[config.mk]
export PLATFORM = sky130hd
export DESIGN_NAME = smc_wait_timer
export DESIGN_NICKNAME = d
export VERILOG_FILES = /design/src/rtl/smc_wait_pkg.sv /design/src/rtl/smc_cfg_regs.sv /design/src/rtl/smc_wait_sel.sv /design/src/rtl/smc_seq.sv /design/src/rtl/smc_wait_timer.sv
export SDC_FILE = /design/constraint.sdc
export NUM_CORES = 1
export LEC_CHECK = 0
export ABC_AREA = 1
export BUFFER_PORTS_ARGS = -buffer_cell sky130_fd_sc_hd__buf_2
export CORE_MARGIN = 10
export CORE_UTILIZATION = 61
export DETAILED_ROUTE_END_ITERATION = 6
export PLACE_DENSITY = 0.8
export SLEW_MARGIN = 20
export SYNTH_ARGS = -nofsm -noshare
export SYNTH_HDL_FRONTEND = slang
export SYNTH_HIERARCHICAL = 1
export SYNTH_SLANG_ARGS = --single-unit
[constraint.sdc]
create_clock -name clk -period 1.9 [get_ports clk]
set_clock_uncertainty 0.1 [all_clocks]
set_input_delay 0.38 -clock clk [delete_from_list [all_inputs] [get_ports clk]]
set_output_delay 0.38 -clock clk [all_outputs]
set_load 0.05 [all_outputs]
[src/rtl/smc_wait_pkg.sv]
package smc_wait_pkg;

    typedef enum logic [1:0] {
        ST_IDLE  = 2'd0,
        ST_SETUP = 2'd1,
        ST_WAIT  = 2'd2,
        ST_HOLD  = 2'd3
    } smc_state_e;

    localparam logic [1:0] SEL_RD_WAIT = 2'd0;
    localparam logic [1:0] SEL_WR_WAIT = 2'd1;
    localparam logic [1:0] SEL_EXT_EN  = 2'd2;
    localparam logic [1:0] SEL_LONG    = 2'd3;

endpackage

[src/rtl/smc_cfg_regs.sv]
module smc_cfg_regs
    import smc_wait_pkg::*;
#(
    parameter int NUM_CS = 4,
    parameter int NORM_W = 5,
    parameter int EXT_W  = 10,
    localparam int CS_W  = (NUM_CS > 1) ? $clog2(NUM_CS) : 1
) (
    input  logic                          clk,
    input  logic                          rst_n,
    input  logic                          cfg_we,
    input  logic [1:0]                    cfg_sel,
    input  logic [CS_W-1:0]               cfg_cs,
    input  logic [EXT_W-1:0]              cfg_wdata,
    output logic [NUM_CS-1:0][NORM_W-1:0] rd_wait,
    output logic [NUM_CS-1:0][NORM_W-1:0] wr_wait,
    output logic [NUM_CS-1:0]             ext_en,
    output logic [EXT_W-1:0]              long_wait
);

    typedef struct packed {
        logic [NUM_CS-1:0][NORM_W-1:0] rd;
        logic [NUM_CS-1:0][NORM_W-1:0] wr;
        logic [NUM_CS-1:0]             ext;
        logic [EXT_W-1:0]              lng;
    } cfg_t;

    cfg_t cfg_d, cfg_q;

    always_comb begin
        cfg_d = cfg_q;
        if (cfg_we) begin
            unique case (cfg_sel)
                SEL_RD_WAIT: cfg_d.rd[cfg_cs]  = cfg_wdata[NORM_W-1:0];
                SEL_WR_WAIT: cfg_d.wr[cfg_cs]  = cfg_wdata[NORM_W-1:0];
                SEL_EXT_EN:  cfg_d.ext[cfg_cs] = cfg_wdata[0];
                SEL_LONG:    cfg_d.lng         = cfg_wdata;
                default:     cfg_d             = cfg_q;
            endcase
        end
    end

    always_ff @(posedge clk or negedge rst_n) begin
        if (!rst_n) cfg_q <= '0;
        else        cfg_q <= cfg_d;
    end

    assign rd_wait   = cfg_q.rd;
    assign wr_wait   = cfg_q.wr;
    assign ext_en    = cfg_q.ext;
    assign long_wait = cfg_q.lng;

endmodule

[src/rtl/smc_wait_sel.sv]
module smc_wait_sel #(
    parameter int NORM_W    = 5,
    parameter int EXT_W     = 10,
    parameter int EXT_SHIFT = 4,
    localparam int CNT_W    = EXT_W + EXT_SHIFT
) (
    input  logic              write,
    input  logic              ext_mode,
    input  logic [NORM_W-1:0] rd_field,
    input  logic [NORM_W-1:0] wr_field,
    input  logic [EXT_W-1:0]  long_field,
    output logic [CNT_W-1:0]  len_m1
);

    logic [CNT_W-1:0] long_waits;
    logic [CNT_W-1:0] norm_m1;

    // normal fields encode (value + 1) wait states, so the field is already len-1
    assign norm_m1    = CNT_W'(write ? wr_field : rd_field);
    assign long_waits = {long_field, {EXT_SHIFT{1'b0}}};

    always_comb begin
        if (!ext_mode)              len_m1 = norm_m1;
        else if (long_waits == '0)  len_m1 = '0;
        else                        len_m1 = long_waits - CNT_W'(1);
    end

endmodule

[src/rtl/smc_seq.sv]
module smc_seq
    import smc_wait_pkg::*;
#(
    parameter int NUM_CS = 4,
    parameter int CNT_W  = 14,
    localparam int CS_W  = (NUM_CS > 1) ? $clog2(NUM_CS) : 1
) (
    input  logic              clk,
    input  logic              rst_n,
    input  logic              req_valid,
    input  logic              req_write,
    input  logic [CS_W-1:0]   req_cs,
    input  logic [CNT_W-1:0]  len_m1,
    output logic [NUM_CS-1:0] cs_n,
    output logic              oe_n,
    output logic              we_n,
    output logic              busy,
    output logic              done
);

    typedef struct packed {
        smc_state_e       state;
        logic [CNT_W-1:0] cnt;
        logic [CS_W-1:0]  cs;
        logic             write;
        logic             done;
    } seq_t;

    seq_t seq_d, seq_q;

    always_comb begin
        seq_d      = seq_q;
        seq_d.done = 1'b0;
        unique case (seq_q.state)
            ST_IDLE: begin
                if (req_valid) begin
                    seq_d.state = ST_SETUP;
                    seq_d.cs    = req_cs;
                    seq_d.write = req_write;
                    seq_d.cnt   = len_m1;
                end
            end
            ST_SETUP: seq_d.state = ST_WAIT;
            ST_WAIT: begin
                if (seq_q.cnt == '0) seq_d.state = ST_HOLD;
                else                 seq_d.cnt   = seq_q.cnt - CNT_W'(1);
            end
            ST_HOLD: begin
                seq_d.state = ST_IDLE;
                seq_d.done  = 1'b1;
            end
            default: seq_d.state = ST_IDLE;
        endcase
    end

    always_ff @(posedge clk or negedge rst_n) begin
        if (!rst_n) seq_q <= '{state: ST_IDLE, default: '0};
        else        seq_q <= seq_d;
    end

    assign busy = (seq_q.state != ST_IDLE);
    assign done = seq_q.done;
    assign oe_n = !((seq_q.state == ST_WAIT) && !seq_q.write);
    assign we_n = !((seq_q.state == ST_WAIT) &&  seq_q.write);

    for (genvar g = 0; g < NUM_CS; g++) begin : g_cs
        assign cs_n[g] = !(busy && (seq_q.cs == CS_W'(g)));
    end

endmodule

[src/rtl/smc_wait_timer.sv]
module smc_wait_timer
    import smc_wait_pkg::*;
#(
    parameter int NUM_CS    = 4,
    parameter int NORM_W    = 5,
    parameter int EXT_W     = 10,
    parameter int EXT_SHIFT = 4,
    localparam int CS_W     = (NUM_CS > 1) ? $clog2(NUM_CS) : 1,
    localparam int CNT_W    = EXT_W + EXT_SHIFT
) (
    input  logic              clk,
    input  logic              rst_n,
    input  logic              cfg_we,
    input  logic [1:0]        cfg_sel,
    input  logic [CS_W-1:0]   cfg_cs,
    input  logic [EXT_W-1:0]  cfg_wdata,
    input  logic              req_valid,
    input  logic              req_write,
    input  logic [CS_W-1:0]   req_cs,
    output logic [NUM_CS-1:0] cs_n,
    output logic              oe_n,
    output logic              we_n,
    output logic              busy,
    output logic              done
);

    logic [NUM_CS-1:0][NORM_W-1:0] rd_wait;
    logic [NUM_CS-1:0][NORM_W-1:0] wr_wait;
    logic [NUM_CS-1:0]             ext_en;
    logic [EXT_W-1:0]              long_wait;
    logic [CNT_W-1:0]              len_m1;

    smc_cfg_regs #(
        .NUM_CS (NUM_CS),
        .NORM_W (NORM_W),
        .EXT_W  (EXT_W)
    ) i_cfg (
        .clk       (clk),
        .rst_n     (rst_n),
        .cfg_we    (cfg_we),
        .cfg_sel   (cfg_sel),
        .cfg_cs    (cfg_cs),
        .cfg_wdata (cfg_wdata),
        .rd_wait   (rd_wait),
        .wr_wait   (wr_wait),
        .ext_en    (ext_en),
        .long_wait (long_wait)
    );

    smc_wait_sel #(
        .NORM_W    (NORM_W),
        .EXT_W     (EXT_W),
        .EXT_SHIFT (EXT_SHIFT)
    ) i_sel (
        .write      (req_write),
        .ext_mode   (ext_en[req_cs]),
        .rd_field   (rd_wait[req_cs]),
        .wr_field   (wr_wait[req_cs]),
        .long_field (long_wait),
        .len_m1     (len_m1)
    );

    smc_seq #(
        .NUM_CS (NUM_CS),
        .CNT_W  (CNT_W)
    ) i_seq (
        .clk       (clk),
        .rst_n     (rst_n),
        .req_valid (req_valid),
        .req_write (req_write),
        .req_cs    (req_cs),
        .len_m1    (len_m1),
        .cs_n      (cs_n),
        .oe_n      (oe_n),
        .we_n      (we_n),
        .busy      (busy),
        .done      (done)
    );

endmodule

== After elaboration in Yosys (flattened, before gate mapping) ==
Cells that the tools add are included.
Word-level totals
  bits in registers: 74
  input port bits: 21
  output and inout port bits: 8
  logic and storage cells: 82
Operators by class
  add/subtract/negate cells: 2
  $lt $le $gt $ge: 3
  equal/unequal tests: 12
  multiplexer cells: 22
  reductions and logical operators: 28
Operators by type and width (count)
  $mux W14: 3
  $bwmux W20: 2
  $logic_not A14 Y1: 2
  $pmux W14 S2: 1
  $sub A14 B1 Y14 const B: 2
  $bmux W5 S2: 2
  $mux W5: 4
  $mux W19: 1
  $eq A2 B2 Y1 const B: 6
  $reduce_and A2 Y1: 6
  $demux W5 S2: 1
  $pmux W2 S4: 1
  $logic_and A1 B1 Y1: 7
  $logic_not A1 Y1: 7
  $eq A2 B1 Y1 const B: 3
  $logic_not A2 Y1: 3
  $lt A2 B3 Y1 const B: 2
  $bwmux W4: 1
  $ne A2 B2 Y1 const B: 2
  $reduce_bool A2 Y1: 2
  $mux W1: 3
  $reduce_and A3 Y1: 1
  $bmux W1 S2: 1
  $demux W1 S2: 1
  other kinds (3): 3

== Depth between registers and ports, before layout ==
Gate-level depths: netlist of the first run.
  depth after elaboration: 6
  gate-level depth with buffers: 13
  mapped depth without buffers: 12

== Hierarchy ==
Netlist of the first run, hierarchy kept.
By module, submodules not included
  smc_cfg_regs: instances 1, cells each 268, area an instance 2306.0 sq um, sequential area each 1351.3 sq um
  smc_seq: instances 1, cells each 198, area an instance 1343.8 sq um, sequential area each 500.5 sq um
  smc_wait_timer: instances 1, cells each 129, area an instance 535.5 sq um, sequential area each 0.0 sq um
  smc_wait_sel: instances 1, cells each 74, area an instance 400.4 sq um, sequential area each 0.0 sq um

== Worst setup path before layout of the first run ==
Ideal clock, no wire load.
  kind: reg-to-output
  start point: register i_seq/seq_q[18] (netlist name)
  end point: output port cs_n[0]
  data arrival time: 1515 ps
  required time: 1420 ps
  path slack: -95 ps
  cell stages (with the launch flop): 5
  path buffers: 0
  path through: dfrtp_1 -> inv_1 -> ha_1 -> inv_1 -> nand3_1
On the way
  cells in the longest elaborated chain, start to end: 3
Ends and longest elaborated chain
  from (decl): line smc_seq.sv:29  | seq_t seq_d, seq_q;
  from (signal assigned): line smc_seq.sv:58  | else seq_q <= seq_d;
  $reduce_bool A2 Y1: line smc_seq.sv:61  | assign busy = (seq_q.state != ST_IDLE);
  via busy: line smc_wait_timer.sv:23  | output logic busy,
  $logic_and A1 B1 Y1: line smc_seq.sv:67  | assign cs_n[g] = !(busy && (seq_q.cs == CS_W'(g)));
  $logic_not A1 Y1: line smc_seq.sv:67
  to (decl): line smc_wait_timer.sv:20  | output logic [NUM_CS-1:0] cs_n,
The timed path passes the listed nets, and every way through them passes these cells.

== Worst setup path in the final report of the first run ==
  start point: register i_seq/seq_q[18] (netlist name)
  end point: output port oe_n
On the way
  cells in the longest elaborated chain, start to end: 3
Ends and longest elaborated chain
  $eq A2 B2 Y1: line smc_seq.sv:63  | assign oe_n = !((seq_q.state == ST_WAIT) && !seq_q.write);
  $logic_and A1 B1 Y1: line smc_seq.sv:63
  $logic_not A1 Y1: line smc_seq.sv:63
  to (decl): line smc_wait_timer.sv:21  | output logic oe_n,
No other way between the ends.

==> out/metrics.yaml, run 1 <==
run_status:
  status: "complete, but fails checks"
  failed_checks: "setup timing"
sta:
  finalHoldViolations: 0
  min_period_ps: 1930
  setup_ws_ps: -31.6
  slew_viol_final: 0
  timing.final.crit_share: 1.02
  setup_viol: 1
  rsz0062_at_grt: "true"
  worstMarginPinSlew_ps: 404
  slew-limit-headroom: 0.730
  hold_slack_ps: 157
  fmax_ghz: 0.518
  tns_ps: -31.6
clock_tree:
  h-tree-depth: 3
  cts_made_buffers: 9
  cts_tree: "yes"
  ctsRootBufferMaster: "clkbuf_8"
  clkTransAtPathRegs_ps: 80
  clk_latency_ps: 350
  clock-sinks: 74
  clk_path_buf_depth: 2
power_and_ir_drop:
  cellPowerDensity_mw_per_mm2: 1320
  cellLeakagePower_nw: 2.87
  ir_drop_v: 0.000498
critical_path:
  cp.arrival_ps: 1450
  crit_path_end_kind: "output pin"
  path_class: "reg -> out"
  critPathSlowestCell: "dfrtp_1"
  worst-path-buf-inv: 3
  cp.required_ps: 1420
  cp-start-kind: "flop"
  crit_fanout: 3
  slowest_delay_ps: 400
  crit_chain: "inv_2 > ha_4 > inv_4 > or2_4 > buf_8"
  crit_family: "flip-flops"
die:
  boundaryPins: 29
  die_y_um: 107
  initial_core_util: 0.629
  fp.dieW_um: 107
  rows: 31
  coreArea_mm2: 0.00729
  die-area_mm2: 0.0114
logic_synthesis:
  synth-edff-count: 0
  synth.avg_cell_area_um2: 6.85
  synth_seq_cells: 74
  yosysUniqueCellTypes: 33
  yosysWarnings: 6
  synthCells: 669
  synth.net_count: 695
  syn-cell-area_mm2: 0.00459
  synth_ff_type: "dfrtp_1"
  synth-seq-area-share: 0.404
  synthArstFlopShare: 1.00
placement:
  dp_hpwl_um: 8090
  io_buffers: 28
  gp_congestion: 0.898
layout:
  fin_nets: 731
  final_cell_mix: "nand2_1, inv_1, dfrtp_1, nor2_1, nand3_1"
  drive_gt1_frac: 0.155
  multi_input_area_mm2: 0.00226
  fin_util: 0.716
  regArea_mm2: 0.00185
  area_growth_syn_to_layout_pct: 13.8
  nFillCells: 623
  final_common_cell: "nand2_1"
  diodes: 0
routing:
  drcViolationCount: 0
  via_per_inst: 5.36
  vias: 4335
  drt_wl_total_um: 11500
  dr.pass1.iters: 5
  ant_nets: 0
  wl_per_cell_um: 14.2
  drt-initial-drc-count: 304
global_routing:
  grt.overflow.total: 0
  antenna_found_initial: 0
  grt_pass1_wl_um: 19200
  track_usage: 0.203
  grt_max_degree: 75
  grt_pass1_vias: 4072
min_path:
  holdCritPathClass: "in -> reg"
job:
  cap_violations: 0
-- final timing paths --
kind,startpoint,to,slack [ps],cells past startpoint
setup / recovery,i_seq/seq_q[18]$_DFFE_PN0P_,oe_n,-30,5
hold / removal,cfg_wdata[7],i_cfg/long_wait[7]$_DFFE_PN0P_,160,3
hold reg to reg,i_cfg/rd_wait[15]$_DFFE_PN0P_,i_cfg/rd_wait[15]$_DFFE_PN0P_,380,2
min in group asynchronous,rst_n,i_cfg/long_wait[6]$_DFFE_PN0P_,470,3
max in group asynchronous,rst_n,i_seq/seq_q[9]$_DFFE_PN0P_,880,3
setup reg to reg,i_seq/seq_q[19]$_DFFE_PN0P_,i_seq/seq_q[12]$_DFFE_PN0P_,100,9
-- cells by family (layout without fill, tap and decap cells) --
group | Yosys count | after routing | synth area share
compound gates | 44 | 44 | 0.0587
fa+ha+maj | 5 | 5 | 0.0136
xor+xnor | 4 | 4 | 0.00764
flops | 74 | 74 | 0.404
buf+inv | 123 | 164 | 0.115
simple gates | 418 | 418 | 0.399
mux | 1 | 1 | 0.00246
-- flip-flops by register name, indices dropped and copies added (netlist names) --
signal           flops
i_cfg/ext_en         4
i_seq/done           1
i_cfg/rd_wait       20
i_cfg/wr_wait       20
i_seq/seq_q         19
i_cfg/long_wait     10
-- cell usage after synthesis (3+ instances only) --
cell type	number	area, um^2
nor2_4	6	67.6
o21ai_0	12	60.1
nand4_1	24	150
o31ai_2	4	50.1
ha_1	5	62.6
xor2_1	3	26.3
nand3_2	5	50.1
nand3_1	47	235
nor2_1	48	180
dfrtp_1	74	1850
a21oi_1	11	55.1
inv_2	4	15.0
nor2_2	7	43.8
nand2_2	4	25.0
buf_2	9	45.0
inv_1	94	353
o21ai_1	10	50.1
clkbuf_1	9	33.8
nand2_1	271	1020
-- metrics by stage --
step | instances | total power [mW] | area, um^2 | worst slack, ps
global placement | 786 | 4.89 | 4810 | 124
detailed placement | 786 | 5.00 | 4810 | 107
finish | 809 | 6.88 | 5220 | -31.6
floorplan | 669 | 4.39 | 4590 | -94.7
CTS | 803 | 6.65 | 5120 | -8.42
global route | 809 | 7.37 | 5220 | -84.8
-- worst reg2reg max path, stage by stage (launching register included) --
cell,delay [ps]
dfrtp_1,440
ha_4,210
buf_12,120
buf_4,140
nor2_1,130
inv_1,90
nand3_4,160
inv_2,130
nand2_1,110
nand2_1,70
-- routing by layer --
layer / wire [um] / track usage
met1: 4770 / 0.254
met2: 5710 / 0.336
met5: 0 / 0
met3: 750 / 0.0431
met4: 255 / 0.0745
-- repair_timing --
action / 4_1_cts / 5_1_grt
gates resized for setup: 22 / 10
buffers inserted: 0 / 6
endpoints found under the hold margin: 74 / 0
pin swaps: 1 / 0
hold buffers: 1 / 0
endpoints found under the setup margin: 7 / 8
-- where the power goes --
part           leakage (nW)  internal, mW  switching [mW]
Combinational          1.82          1.15            1.98
Clock                 0.114         0.872           0.597
Sequential            0.937          1.97           0.319
Total                  2.87          3.99            2.89
-- cell type report --
class | instances | area share
flip-flops and latches | 74 | 0.355
clock inverters | 5 | 0.0197
repair buffers | 50 | 0.0715
clock buffers | 11 | 0.0252
multi-input cells | 472 | 0.434
well taps | 99 | 0.0237
inverters | 98 | 0.0715
No activity file was read; power rests on OpenSTA's default activity.
==> inputs of run 2 (changes only) <==
--- a/config.mk
+++ b/config.mk
@@ -11,6 +11,7 @@
 export CORE_UTILIZATION = 61
 export DETAILED_ROUTE_END_ITERATION = 6
 export PLACE_DENSITY = 0.8
+export REMOVE_ABC_BUFFERS = 1
 export SLEW_MARGIN = 20
 export SYNTH_ARGS = -nofsm -noshare
 export SYNTH_HDL_FRONTEND = slang
==> run 2 against run 1 <==
  * The flow still finishes with violations (setup timing)
  * Die area did not move
  * Sequential cell count did not move
  * Worst setup slack improved by 31 ps
  * Critical endpoint unchanged
  * Critical path type unchanged
  * Power fell by 7.9%
  * Cell area fell by 2.2%
  * Largest power group unchanged
  * Core utilization fell by 1.6 points
==> out/metrics.yaml, run 2 (synthesized netlist as in run 1, its figures left out) <==
clock_tree:
  clk_latency_ps: 350  # about the same
  ctsRootBufferMaster: "clkbuf_8"
  clk_path_buf_depth: 2  # unchanged
  clock-sinks: 74  # unchanged
  cts_made_buffers: 9  # unchanged
  clkTransAtPathRegs_ps: 80  # about the same
  cts_tree: "yes"
  h-tree-depth: 3  # unchanged
die:
  fp.dieW_um: 107  # unchanged
  boundaryPins: 29  # unchanged
  initial_core_util: 0.629  # unchanged
  rows: 31  # unchanged
  die-area_mm2: 0.0114  # unchanged
  coreArea_mm2: 0.00729  # unchanged
  die_y_um: 107  # unchanged
critical_path:
  crit_path_end_kind: "output pin"
  crit_family: "flip-flops"
  cp.arrival_ps: 1420  # -30 ps
  cp_common_cell: "inv_2"
  critPathSlowestCell: "dfrtp_1"
  cp.required_ps: 1420  # about the same
  crit_fanout: 3  # unchanged
  path_class: "reg -> out"
  slowest_delay_ps: 390  # about the same
  crit_chain: "inv_2 > ha_4 > inv_2 > or2_4 > buf_8"
  cp-start-kind: "flop"
  worst-path-buf-inv: 3  # unchanged
routing:
  wl_per_cell_um: 13.6  # -4.5%
  dr.pass1.iters: 5  # unchanged
  drt_wl_total_um: 10900  # -5.0%
  drcViolationCount: 0  # unchanged
  ant_nets: 0  # unchanged
  vias: 4189  # -3.4%
  via_per_inst: 5.21  # -2.8%
  drt-initial-drc-count: 185  # -39%
layout:
  diodes: 0  # unchanged
  regArea_mm2: 0.00185  # unchanged
  drive_gt1_frac: 0.152  # -0.00316
  area_growth_syn_to_layout_pct: 11.3
  final_common_cell: "nand2_1"
  multi_input_area_mm2: 0.00226  # unchanged
  nFillCells: 627  # +0.64%
  fin_area_mm2: 0.00510  # -2.2%
  fin_util: 0.700  # -0.0158
  fin_nets: 727  # -0.55%
  final_cell_mix: "nand2_1, inv_1, dfrtp_1, nand3_1, nor2_1"
min_path:
  holdCritPathClass: "in -> reg"
run_status:
  status: "complete, but fails checks"
  failed_checks: "setup timing"
sta:
  setup_ws_ps: -0.267  # +31.3 ps
  worstMarginPinSlew_ps: 432  # +28.1 ps
  fmax_ghz: 0.526  # +1.6%
  rsz0062_at_grt: "true"
  finalHoldViolations: 0  # unchanged
  slew_viol_final: 0  # unchanged
  timing.final.crit_share: 1.00  # -0.0165
  min_period_ps: 1900  # -31.3 ps
  setup_viol: 1  # unchanged
  slew-limit-headroom: 0.711  # -0.0184
  hold_slack_ps: 163  # +5.76 ps
placement:
  gp_congestion: 0.848  # -5.6%
  io_buffers: 28  # unchanged
  dp_hpwl_um: 7750  # -4.2%
  post_dp_cell_area_mm2: 0.00481  # unchanged
global_routing:
  grt_use_met3: 0.0353  # -0.00778
  track_usage: 0.196  # -0.00690
  grt_pass1_wl_um: 18500  # -3.3%
  grt_max_degree: 75  # unchanged
  use_met2: 0.343  # +0.00746
  antenna_found_initial: 0  # unchanged
  grt_pass1_vias: 4073  # +0.025%
  grt.overflow.total: 0  # unchanged
  gr-usage-met1: 0.232  # -0.0222
  top_usage_layer: "met2"
power_and_ir_drop:
  cellPowerDensity_mw_per_mm2: 1240  # -5.8%
  ir_drop_v: 0.000568  # +14%
  cellLeakagePower_nw: 2.81  # -1.8%
job:
  cap_violations: 0  # unchanged
run 2: changes by cell type in the layout (fill, tap and decap cells not counted), moves of 2 or more:
cell       previous run  this run
buf_4                21        18
bufinv_16             3         0
clkbuf_8              9        11
clkinv_2              1         3
nand3_1              43        46
nand3_2               9         6
nor2_1               48        46
run 2: area by class of cell:
cell class | count | area share
multi-input combinational | 472 | 0.443
timing repair buffer | 46 | 0.0635
inverter | 98 | 0.0726
clock inverter | 3 | 0.00294
tap | 99 | 0.0243
sequential | 74 | 0.363
clock buffer | 12 | 0.0304
run 2: tightest hold or removal path, cell delays in order:
cell     delay [ps]
buf_2            90
inv_1            40
o21ai_1          60
run 2: timing repair:
action | in CTS | in global routing
endpoints found under the setup margin | 11 | 10
buffers inserted | 1 | 1
pin swaps | 0 | 2
hold endpoints to repair | 74 | 0
gates resized for setup | 12 | 17
hold buffers | 1 | 0
run 2: final timing paths:
check	startpoint	to	slack [ps]	depth (start not counted)
setup / recovery	i_seq/seq_q[18]$_DFFE_PN0P_	oe_n	-0.3	5
hold / removal	cfg_wdata[8]	i_cfg/long_wait[8]$_DFFE_PN0P_	160	3
setup reg to reg	i_seq/seq_q[19]$_DFFE_PN0P_	i_seq/seq_q[9]$_DFFE_PN0P_	110	9
hold reg to reg	i_cfg/ext_en[0]$_DFFE_PN0P_	i_cfg/ext_en[0]$_DFFE_PN0P_	380	2
max in group asynchronous	rst_n	i_cfg/wr_wait[13]$_DFFE_PN0P_	880	3
min in group asynchronous	rst_n	i_cfg/long_wait[7]$_DFFE_PN0P_	490	3
run 2: layer usage:
layer	vias up	part of all wire
met3	22	0.051
met4	0	0.023
met2	117	0.50
met1	1930	0.43
li1	2120	-
met5	-	0
run 2: report_power, final:
| group | internal [mW] | total [mW] | switching [mW] |
|---|---|---|---|
| registers | 1.97 | 2.27 | 0.300 |
| clock network | 0.533 | 1.12 | 0.586 |
| logic | 1.05 | 2.95 | 1.91 |
run 2: stage by stage:
stage / total power, mW / setup WS, ps / std cells / setup TNS (ps)
2_1_floorplan: 4.23 / -94.7 / 644 / -379
3_3_place_gp: 4.90 / 23.1 / 786 / 0
3_5_place_dp: 4.99 / -44.7 / 786 / -115
4_1_cts: 6.20 / -111 / 803 / -146
5_1_grt: 6.85 / -47.1 / 804 / -65.2
6_report: 6.34 / -0.267 / 804 / -0.267
==> inputs of run 3 (changes only) <==
--- a/config.mk
+++ b/config.mk
@@ -8,9 +8,10 @@
 export ABC_AREA = 1
 export BUFFER_PORTS_ARGS = -buffer_cell sky130_fd_sc_hd__buf_2
 export CORE_MARGIN = 10
-export CORE_UTILIZATION = 61
+export CORE_UTILIZATION = 63
+export CTS_BUF_LIST = sky130_fd_sc_hd__clkbuf_8
 export DETAILED_ROUTE_END_ITERATION = 6
-export PLACE_DENSITY = 0.8
+export PLACE_DENSITY = 0.82
 export REMOVE_ABC_BUFFERS = 1
 export SLEW_MARGIN = 20
 export SYNTH_ARGS = -nofsm -noshare
==> constraint.sdc (replaced) <==
create_clock -name clk -period 2 [get_ports clk]
set_clock_uncertainty 0.1 [all_clocks]
set_input_delay 0.4 -clock clk [delete_from_list [all_inputs] [get_ports clk]]
set_output_delay 0.4 -clock clk [all_outputs]
set_load 0.05 [all_outputs]
==> run 3 against run 2 <==
  * The flow now finishes without violations
  * Worst setup slack improved by 10 ps
  * Power increased by 1.1%
  * Core utilization increased by 1.9 points
  * Clock power increased by 30%
  * Cell area increased by 1.0%
  * Global-route usage increased by 1.1 points
  * Via count increased by 1.8%
  * Sequential share of layout area decreased by 0.37 points
  * Sequential cell count unchanged
  * Count of clock-buffer cells in the layout decreased by 1
  * Largest cell class unchanged
==> out/metrics.yaml, run 3 (synthesized netlist as in run 1, its figures left out) <==
routing:
  drcViolationCount: 0  # unchanged
  wl_per_cell_um: 14.2  # +4.5%
  ant_nets: 0  # unchanged
  drt_wl_total_um: 11400  # +4.4%
  vias: 4263  # +1.8%
  via_per_inst: 5.31  # +1.9%
  dr.pass1.iters: 5  # unchanged
  drt-initial-drc-count: 277  # +50%
die:
  coreArea_mm2: 0.00718  # -1.6%
  boundaryPins: 29  # unchanged
  die_y_um: 105  # -1.3%
  initial_core_util: 0.639  # +0.0102
  rows: 31  # unchanged
  fp.dieW_um: 105  # -1.3%
  die-area_mm2: 0.0111  # -2.6%
layout:
  multi_input_area_mm2: 0.00223  # -1.2%
  drive_gt1_frac: 0.145  # -0.00689
  regArea_mm2: 0.00185  # unchanged
  fin_nets: 725  # -0.28%
  instances_no_fill: 803  # -0.12%
  nFillCells: 582  # -7.2%
  diodes: 0  # unchanged
  final_cell_mix: "nand2_1, inv_1, dfrtp_1, nand3_1, nor2_1"
  final_common_cell: "nand2_1"
  area_growth_syn_to_layout_pct: 12.4
clock_tree:
  clock-sinks: 74  # unchanged
  clkTransAtPathRegs_ps: 80  # about the same
  clk_latency_ps: 360  # about the same
  cts_made_buffers: 9  # unchanged
  ctsRootBufferMaster: "clkbuf_8"
  h-tree-depth: 3  # unchanged
  cts_tree: "yes"
  clk_path_buf_depth: 2  # unchanged
critical_path:
  path_class: "reg -> out"
  cp-start-kind: "flop"
  cp.required_ps: 1500  # +80 ps
  crit_path_end_kind: "output pin"
  cp.arrival_ps: 1490  # +70 ps
  slowest_delay_ps: 410  # +20 ps
  crit_family: "flip-flops"
  worst-path-buf-inv: 3  # unchanged
  critPathSlowestCell: "dfrtp_1"
  crit_chain: "inv_2 > ha_4 > inv_4 > or2_4 > buf_8"
  crit_fanout: 4  # +1
sta:
  slew-limit-headroom: 0.597  # -0.115
  rsz0062_at_grt: "true"
  slew_viol_final: 0  # unchanged
  min_period_ps: 1990
  finalHoldViolations: 0  # unchanged
  tns_ps: 0  # +0.267 ps
  worstMarginPinSlew_ps: 604  # +172 ps
  setup_viol: 0  # -1
  fmax_ghz: 0.503
  timing.final.crit_share: 0.995
placement:
  dp.cells: 784  # -0.25%
  dp_hpwl_um: 7930  # +2.3%
  io_buffers: 28  # unchanged
  gp_congestion: 0.874  # +3.1%
min_path:
  holdCritPathClass: "in -> reg"
global_routing:
  grt_pass1_wl_um: 19000  # +2.5%
  grt.overflow.total: 0  # unchanged
  track_usage: 0.207  # +0.0113
  grt_pass1_vias: 4067  # -0.15%
  antenna_found_initial: 0  # unchanged
  grt_max_degree: 75  # unchanged
job:
  cap_violations: 0  # unchanged
power_and_ir_drop:
  ir_drop_v: 0.000651  # +15%
  cellLeakagePower_nw: 2.84  # +1.0%
  cellPowerDensity_mw_per_mm2: 1240  # about the same
run_status:
  status: "complete, no violations"
==> run 3: where the power goes <==
group | switching [mW] | leakage, nW | internal (mW) | total (mW)
Clock | 0.570 | 0.129 | 0.893 | 1.46
Combinational | 1.83 | 1.78 | 0.951 | 2.78
Sequential | 0.294 | 0.937 | 1.87 | 2.17
==> run 3: cell type report <==
type | count | area share
inverter | 98 | 0.0718
tap | 99 | 0.0240
multi-input combinational | 472 | 0.433
clock buffer | 11 | 0.0294
clock inverter | 5 | 0.0194
sequential | 74 | 0.359
timing repair buffer | 44 | 0.0626
==> run 3: tightest hold or removal path, stage by stage <==
cell	delay, ps
buf_2	90
inv_1	40
o21ai_1	50
==> run 3: what timing repair did <==
item / in CTS / in global routing
resized for setup: 13 / 8
setup buffers: 2 / 0
hold buffers: 1 / 0
cloned: 0 / 0
endpoints found under the hold margin: 74 / 0
endpoints found under the setup margin: 6 / 14
==> run 3: final timing paths <==
path,startpoint,endpoint,slack [ps],cells after the start
setup / recovery,i_seq/seq_q[18]$_DFFE_PN0P_,oe_n,10,5
hold / removal,cfg_wdata[7],i_cfg/long_wait[7]$_DFFE_PN0P_,180,3
setup reg to reg,i_seq/seq_q[4]$_DFFE_PN0P_,i_seq/seq_q[9]$_DFFE_PN0P_,130,9
hold reg to reg,i_cfg/rd_wait[15]$_DFFE_PN0P_,i_cfg/rd_wait[15]$_DFFE_PN0P_,380,2
max in group asynchronous,rst_n,i_seq/seq_q[15]$_DFFE_PN0P_,960,3
min in group asynchronous,rst_n,i_cfg/long_wait[6]$_DFFE_PN0P_,510,3
==> run 3: per-stage QoR <==
stage	hold slack, ps	total power, mW	instance area (um^2)	worst slack [ps]	utilization
after CTS	167	6.33	5130	28.4	0.714
after floorplan	4.41	4.02	4430	-14.7	-
after detailed placement	360	4.73	4810	-30.8	0.671
after global routing	178	6.86	5150	-24.2	0.718
final	175	6.41	5150	9.98	0.718
after global placement	354	4.61	4810	102	0.671
==> run 3: per-layer routing <==
layer	GRT usage	up-vias	part of all wire
li1	-	2124	-
met1	0.245	1970	0.42
met2	0.353	131	0.50
met3	0.0335	38	0.043
met4	0.111	0	0.033
met5	0	-	0
